`config.mk`:
```
export PLATFORM = sky130hd
export DESIGN_NAME = ext_irq_sense
export DESIGN_NICKNAME = d
export VERILOG_FILES = /design/src/rtl/ext_irq_pkg.sv /design/src/rtl/eis_sync.sv /design/src/rtl/eis_edge_det.sv /design/src/rtl/eis_flag.sv /design/src/rtl/ext_irq_sense.sv
export SDC_FILE = /design/constraint.sdc
export NUM_CORES = 1
export LEC_CHECK = 0
export BUFFER_PORTS_ARGS = -buffer_cell sky130_fd_sc_hd__buf_2
export CAP_MARGIN = 0
export CORE_AREA = 2 2 39 41
export CTS_CLUSTER_SIZE = 16
export DETAILED_ROUTE_END_ITERATION = 12
export DIE_AREA = 0 0 41 43
export GPL_ROUTABILITY_DRIVEN = 0
export PLACE_DENSITY_LB_ADDON = 0.3
export RECOVER_POWER = 100
export REMOVE_ABC_BUFFERS = 1
export SLEW_MARGIN = 20
export SYNTH_ARGS = -nofsm -noshare
export SYNTH_HDL_FRONTEND = slang
export SYNTH_SLANG_ARGS = --single-unit
```
`constraint.sdc`:
```
create_clock -name clk -period 1.2 [get_ports clk]
set_input_delay 0.12 -clock clk [delete_from_list [all_inputs] [get_ports clk]]
set_output_delay 0.12 -clock clk [all_outputs]
set_load 0.005 [all_outputs]
```
`src/rtl/ext_irq_pkg.sv`:
```
package ext_irq_pkg;

  typedef enum logic [1:0] {
    SENSE_LOW  = 2'b00,
    SENSE_ANY  = 2'b01,
    SENSE_FALL = 2'b10,
    SENSE_RISE = 2'b11
  } sense_e;

  localparam int unsigned SENSE_W = 2;

endpackage

```
`src/rtl/eis_sync.sv`:
```
module eis_sync #(
  parameter int unsigned STAGES  = 2,
  parameter logic        RST_VAL = 1'b1
) (
  input  logic clk,
  input  logic rst_n,
  input  logic d_i,
  output logic q_o
);

  logic [STAGES-1:0] chain_q;

  generate
    for (genvar g = 0; g < STAGES; g++) begin : g_stage
      if (g == 0) begin : g_first
        always_ff @(posedge clk or negedge rst_n) begin
          if (!rst_n) chain_q[g] <= RST_VAL;
          else        chain_q[g] <= d_i;
        end
      end else begin : g_next
        always_ff @(posedge clk or negedge rst_n) begin
          if (!rst_n) chain_q[g] <= RST_VAL;
          else        chain_q[g] <= chain_q[g-1];
        end
      end
    end
  endgenerate

  assign q_o = chain_q[STAGES-1];

endmodule

```
`src/rtl/eis_edge_det.sv`:
```
module eis_edge_det
  import ext_irq_pkg::*;
#(
  parameter logic RST_VAL = 1'b1
) (
  input  logic               clk,
  input  logic               rst_n,
  input  logic               samp_i,
  input  logic               clk_en_i,
  input  logic [SENSE_W-1:0] sense_i,
  output logic               hit_o
);

  logic prev_q;
  logic rise;
  logic fall;

  // previous sample tracks continuously so a halt cannot leave a stale edge
  always_ff @(posedge clk or negedge rst_n) begin
    if (!rst_n) prev_q <= RST_VAL;
    else        prev_q <= samp_i;
  end

  assign rise = samp_i & ~prev_q;
  assign fall = ~samp_i & prev_q;

  always_comb begin
    hit_o = 1'b0;
    if (clk_en_i) begin
      unique case (sense_e'(sense_i))
        SENSE_ANY:  hit_o = rise | fall;
        SENSE_FALL: hit_o = fall;
        SENSE_RISE: hit_o = rise;
        default:    hit_o = 1'b0;
      endcase
    end
  end

endmodule

```
`src/rtl/eis_flag.sv`:
```
module eis_flag (
  input  logic clk,
  input  logic rst_n,
  input  logic set_i,
  input  logic ack_i,
  input  logic clr_i,
  output logic flag_o
);

  logic flag_q;

  always_ff @(posedge clk or negedge rst_n) begin
    if (!rst_n)      flag_q <= 1'b0;
    else if (clr_i)  flag_q <= 1'b0;
    else if (set_i)  flag_q <= 1'b1;
    else if (ack_i)  flag_q <= 1'b0;
  end

  assign flag_o = flag_q;

  AST_ACK_CLEARS: assert property (@(posedge clk) disable iff (!rst_n)
    (ack_i && !set_i) |=> !flag_q);
  AST_EDGE_BEATS_ACK: assert property (@(posedge clk) disable iff (!rst_n)
    (set_i && !clr_i) |=> flag_q);
  AST_MODE_SWITCH_CLEARS: assert property (@(posedge clk) disable iff (!rst_n)
    clr_i |=> !flag_q);

endmodule

```
`src/rtl/ext_irq_sense.sv`:
```
module ext_irq_sense
  import ext_irq_pkg::*;
#(
  parameter int unsigned SYNC_STAGES = 2,
  parameter logic        PIN_IDLE    = 1'b1
) (
  input  logic               clk,
  input  logic               rst_n,
  input  logic               pin_i,
  input  logic               io_clk_en_i,
  input  logic [SENSE_W-1:0] sense_i,
  input  logic               enable_i,
  input  logic               ack_i,
  output logic               irq_o,
  output logic               wake_o
);

  logic               pin_s;
  logic               hit;
  logic               flag_q;
  logic [SENSE_W-1:0] sense_q;
  logic               sense_chg;
  logic               level_mode;
  logic               edge_set;

  eis_sync #(
    .STAGES  (SYNC_STAGES),
    .RST_VAL (PIN_IDLE)
  ) sync_i (
    .clk   (clk),
    .rst_n (rst_n),
    .d_i   (pin_i),
    .q_o   (pin_s)
  );

  eis_edge_det #(
    .RST_VAL (PIN_IDLE)
  ) edge_i (
    .clk      (clk),
    .rst_n    (rst_n),
    .samp_i   (pin_s),
    .clk_en_i (io_clk_en_i),
    .sense_i  (sense_i),
    .hit_o    (hit)
  );

  always_ff @(posedge clk or negedge rst_n) begin
    if (!rst_n) sense_q <= SENSE_LOW;
    else        sense_q <= sense_i;
  end

  assign sense_chg  = (sense_i != sense_q);
  assign level_mode = (sense_e'(sense_i) == SENSE_LOW);
  assign edge_set   = hit & enable_i & ~level_mode;

  eis_flag flag_i (
    .clk    (clk),
    .rst_n  (rst_n),
    .set_i  (edge_set),
    .ack_i  (ack_i),
    .clr_i  (sense_chg),
    .flag_o (flag_q)
  );

  // level request follows the synchronised pin; edge request is the sticky flag
  assign irq_o  = enable_i & (level_mode ? ~pin_s : flag_q);
  // clock-free wake path straight from the pad
  assign wake_o = enable_i & level_mode & ~pin_i;

  AST_NO_EDGE_WHILE_HALTED: assert property (@(posedge clk) disable iff (!rst_n)
    (!io_clk_en_i && !flag_q) |=> !flag_q);
  AST_LEVEL_NOT_STICKY: assert property (@(posedge clk) disable iff (!rst_n)
    (sense_e'(sense_q) == SENSE_LOW && $past(sense_q) == SENSE_LOW) |-> !flag_q);

endmodule

```
==> summary.txt <==
Placed design
  • IO buf count: 9

Synthesis
  • Sequential fraction of the synthesis area: 54.7%
  • Async SR Flop Fraction: 100%
  • Simple logic cell fraction of the synthesized area: 11.1%
  • Xor-xnor portion of the synthesized cell area: 6.22%
  • EDFF count, synth: 0
  • Synth Area in Compound Gates: 12.9%
  • Yosys top cell by area: dfstp_2
  • Post-Syn Area: 282 um2
  • Proportion of synthesized area in mux cells: 3.56%
  • Ys flop type: dfstp_2
  • Synth area leaders: dfstp_2, dfrtp_1, ha_1
  • Share of Yosys cell area claimed by the top area cell type: 28.0%
  • Largest family of logic cells by synthesized area: compound AO/OA/AOI/OAI gates
  • Syn avg cell area: 12.8 um2
  • Synth unique cells: 15
  • Synth Instances: 22
  • Synth warnings: 0
  • Most common library cells after synthesis: dfrtp_1, dfstp_2, ha_1, inv_1, xor2_1
  • Seq cells post-synth: 6
  • Synth Area in Adders: 8.89%

Global routing
  • Vias in the first global route: 234
  • Initial antenna violation count: 0
  • Total GRT Usage: 8.59%
  • GRT Residual Overflow: 0
  • Largest net degree at the start of global routing: 7
  • Global-route wire length before repair: 952 um

Detailed routing
  • # DRC: 0
  • Detail Route Antenna Nets: 0
  • Iteration-0 DRC Markers: 0
  • Routed Wire Length: 528 um
  • Via density: 4.07
  • Drt first pass iters: 1
  • Drt wl/cell: 9.78 um
  • DR vias: 220

Setup path
  • Cell Chain, Critical Path: buf_6 -> nand2_2 -> o211a_1 -> buf_2
  • Crit-path max FO: 3
  • R2r endpoint: flag_i.flag_o$_DFFE_PN0P_
  • Largest stage delay, worst path: 0.54 ns
  • Critical Path Source Type: register
  • R2R setup slack: -0.04 ns
  • Crit path required time: 1.08 ns
  • Critical path startpoint: sync_i.q_o$_DFF_PN1_
  • Worst r2r path cells: 5
  • Endpoint class of the critical path: primary output
  • CP delay by family, top: flip-flops
  • Arrival @ worst endpoint: 1.14 ns
  • CP bufs+invs: 2
  • Slowest-stage cell, CP: dfstp_2
  • Critical R2R Launch: edge_i.prev_q$_DFF_PN1_
  • Worst Setup Path Type: reg -> out

Final layout
  • Synthesis-to-finish area growth: 43.6%
  • Final core occ: 29.2%
  • Share of layout cells above drive strength 1: 47.4%
  • Final #Nets: 49
  • Number of diodes: 0

STA
  • Final worst-path setup slack: -0.0593 ns
  • Fmax: 794 MHz
  • Slew HR: 79.7%
  • Final min period: 1.26 ns
  • Period utilisation layout: 105%
  • Final setup viols: 2
  • RSZ-0062 raised after global routing: true
  • Final Max Tran Viols: 0
  • Worst-margin pin slew: 0.305 ns
  • Final hold violations: 0
  • Setup clock skew after layout: 0.00448 ns

Run status
  • Outcome: complete, but fails checks
  • Failing checks: negative setup slack

Clocking
  • # Post-CTS Setup Buffers: 0
  • Worst-skew pair later-pin latency: 0.25 ns
  • H-tree depth: 1
  • Root buffer cell: clkbuf_4
  • Clock transition at the registers of the reported paths: 0.05 ns
  • # clock sinks: 6
  • Clock tree buffer depth: 2
  • CTS tree: yes
  • CTS buffer count: 3

Floorplanning
  • Overall die height: 43 um
  • Row cnt: 14
  • Core Region: 1380 um2
  • Starting Density: 20.3%
  • Die Width: 41 um
  • Die ar.: 1760 um2
  • Ports: 10

Power
  • Psw: 0.000108 W
  • P_leak: 0.191 nW
  • Sw Share: 22.4%
  • Logic pwr share: 12.1%
  • Clk pwr share: 42.0%
  • Pint: 0.000374 W
  • Pwr dens: 1190 nW/um2
  • Power, Total: 0.000482 W
  • Sequential power share: 46.0%
  • VDD IR max: 0.000426 V

Worst hold path
  • WHS Path Cells: 1
  • Worst hold path type: in -> reg
  • Hold endpoint: sense_q[1]$_DFF_PN0_
  • Hold_sp: sense_i[1]

Flow run
  • Max cap viols: 0
-- stage by stage --
step	hold WS, ns	setup slack [ns]	instances	cell area (um2)	setup TNS, ns
floorplan	-0.176	-0.0231	22	282	-0.0231
global placement	-0.0552	-0.0674	48	354	-0.0674
detailed placement	-0.0529	-0.0704	48	354	-0.0704
CTS	0.0480	-0.0806	54	407	-0.130
global route	0.0484	-0.125	54	404	-0.247
finish	0.0598	-0.0593	54	404	-0.0999
-- timing repair --
item                                    in CTS  in global routing
pin swaps                                    3                  0
resized for setup                            3                  0
endpoints found under the setup margin       2                  2
hold buffers                                 2                  0
hold endpoints to repair                     7                  0
-- worst reg2reg max path, stage by stage, from the launching register on --
cell      delay, ns
dfstp_2        0.53
inv_2          0.03
ha_1           0.27
nor2b_2        0.04
o211ai_1       0.18
a21oi_2        0.07
-- per-layer routing --
metal	routed length (um)	up-vias	global-route usage [%]
met5	0	-	0
met4	0	0	4.00
li1	-	107	-
met1	203	105	10.5
met3	57	0	6.28
met2	267	8	10.9
-- power by group through the flow --
stage | Combinational (W) | Clock, W | Sequential (W)
after floorplan | 0.0000240 | 0 | 0.000223
after global placement | 0.0000519 | 0 | 0.000224
after detailed placement | 0.0000533 | 0 | 0.000224
after CTS | 0.0000608 | 0.000216 | 0.000222
after global routing | 0.0000680 | 0.000230 | 0.000223
final | 0.0000582 | 0.000202 | 0.000222
-- worst max-delay path by stage --
stage / to / slack, ns / cells past startpoint
finish: irq_o / -0.06 / 4
global route: flag_i.flag_o$_DFFE_PN0P_ / -0.13 / 5
CTS: irq_o / -0.08 / 4
detailed placement: flag_i.flag_o$_DFFE_PN0P_ / -0.07 / 4
global placement: flag_i.flag_o$_DFFE_PN0P_ / -0.07 / 5
floorplan: flag_i.flag_o$_DFFE_PN0P_ / -0.02 / 4
-- state kept, by name, summed over array words and instances (netlist names) --
| signal | cells |
|---|---|
| sync_i.q_o | 1 |
| flag_i.flag_o | 1 |
| edge_i.prev_q | 1 |
| sync_i.chain_q | 1 |
| sense_q | 2 |
-- layout by cell type, fill, tap and decap left out, drive strengths merged, types with 2 or more instances in the layout --
cell type,instances
xor2,2
inv,2
dfstp,3
ha,2
buf,8
dlygate4sd3,2
dfrtp,3
clkbuf,6
-- cell families (layout without fill, tap and decap cells) --
logic type                 count (synthesis)  in the layout
AOI/OAI and AO/OA                          4              4
xor gates and xnor gates                   2              2
buffers and inverters                      2             18
adders and majority gates                  2              2
muxes                                      1              1
and+or+nand+nor                            5              5
DFF                                        6              6
-- cell type report --
type / instances / area, um2
tap: 16 / 20.0
fill: 161 / 980
multi-input combinational: 14 / 123
timing repair buffer: 12 / 73.8
inverter: 2 / 7.51
sequential: 6 / 154
clock buffer: 4 / 26.3
No activity file was read; power rests on OpenSTA's default activity.
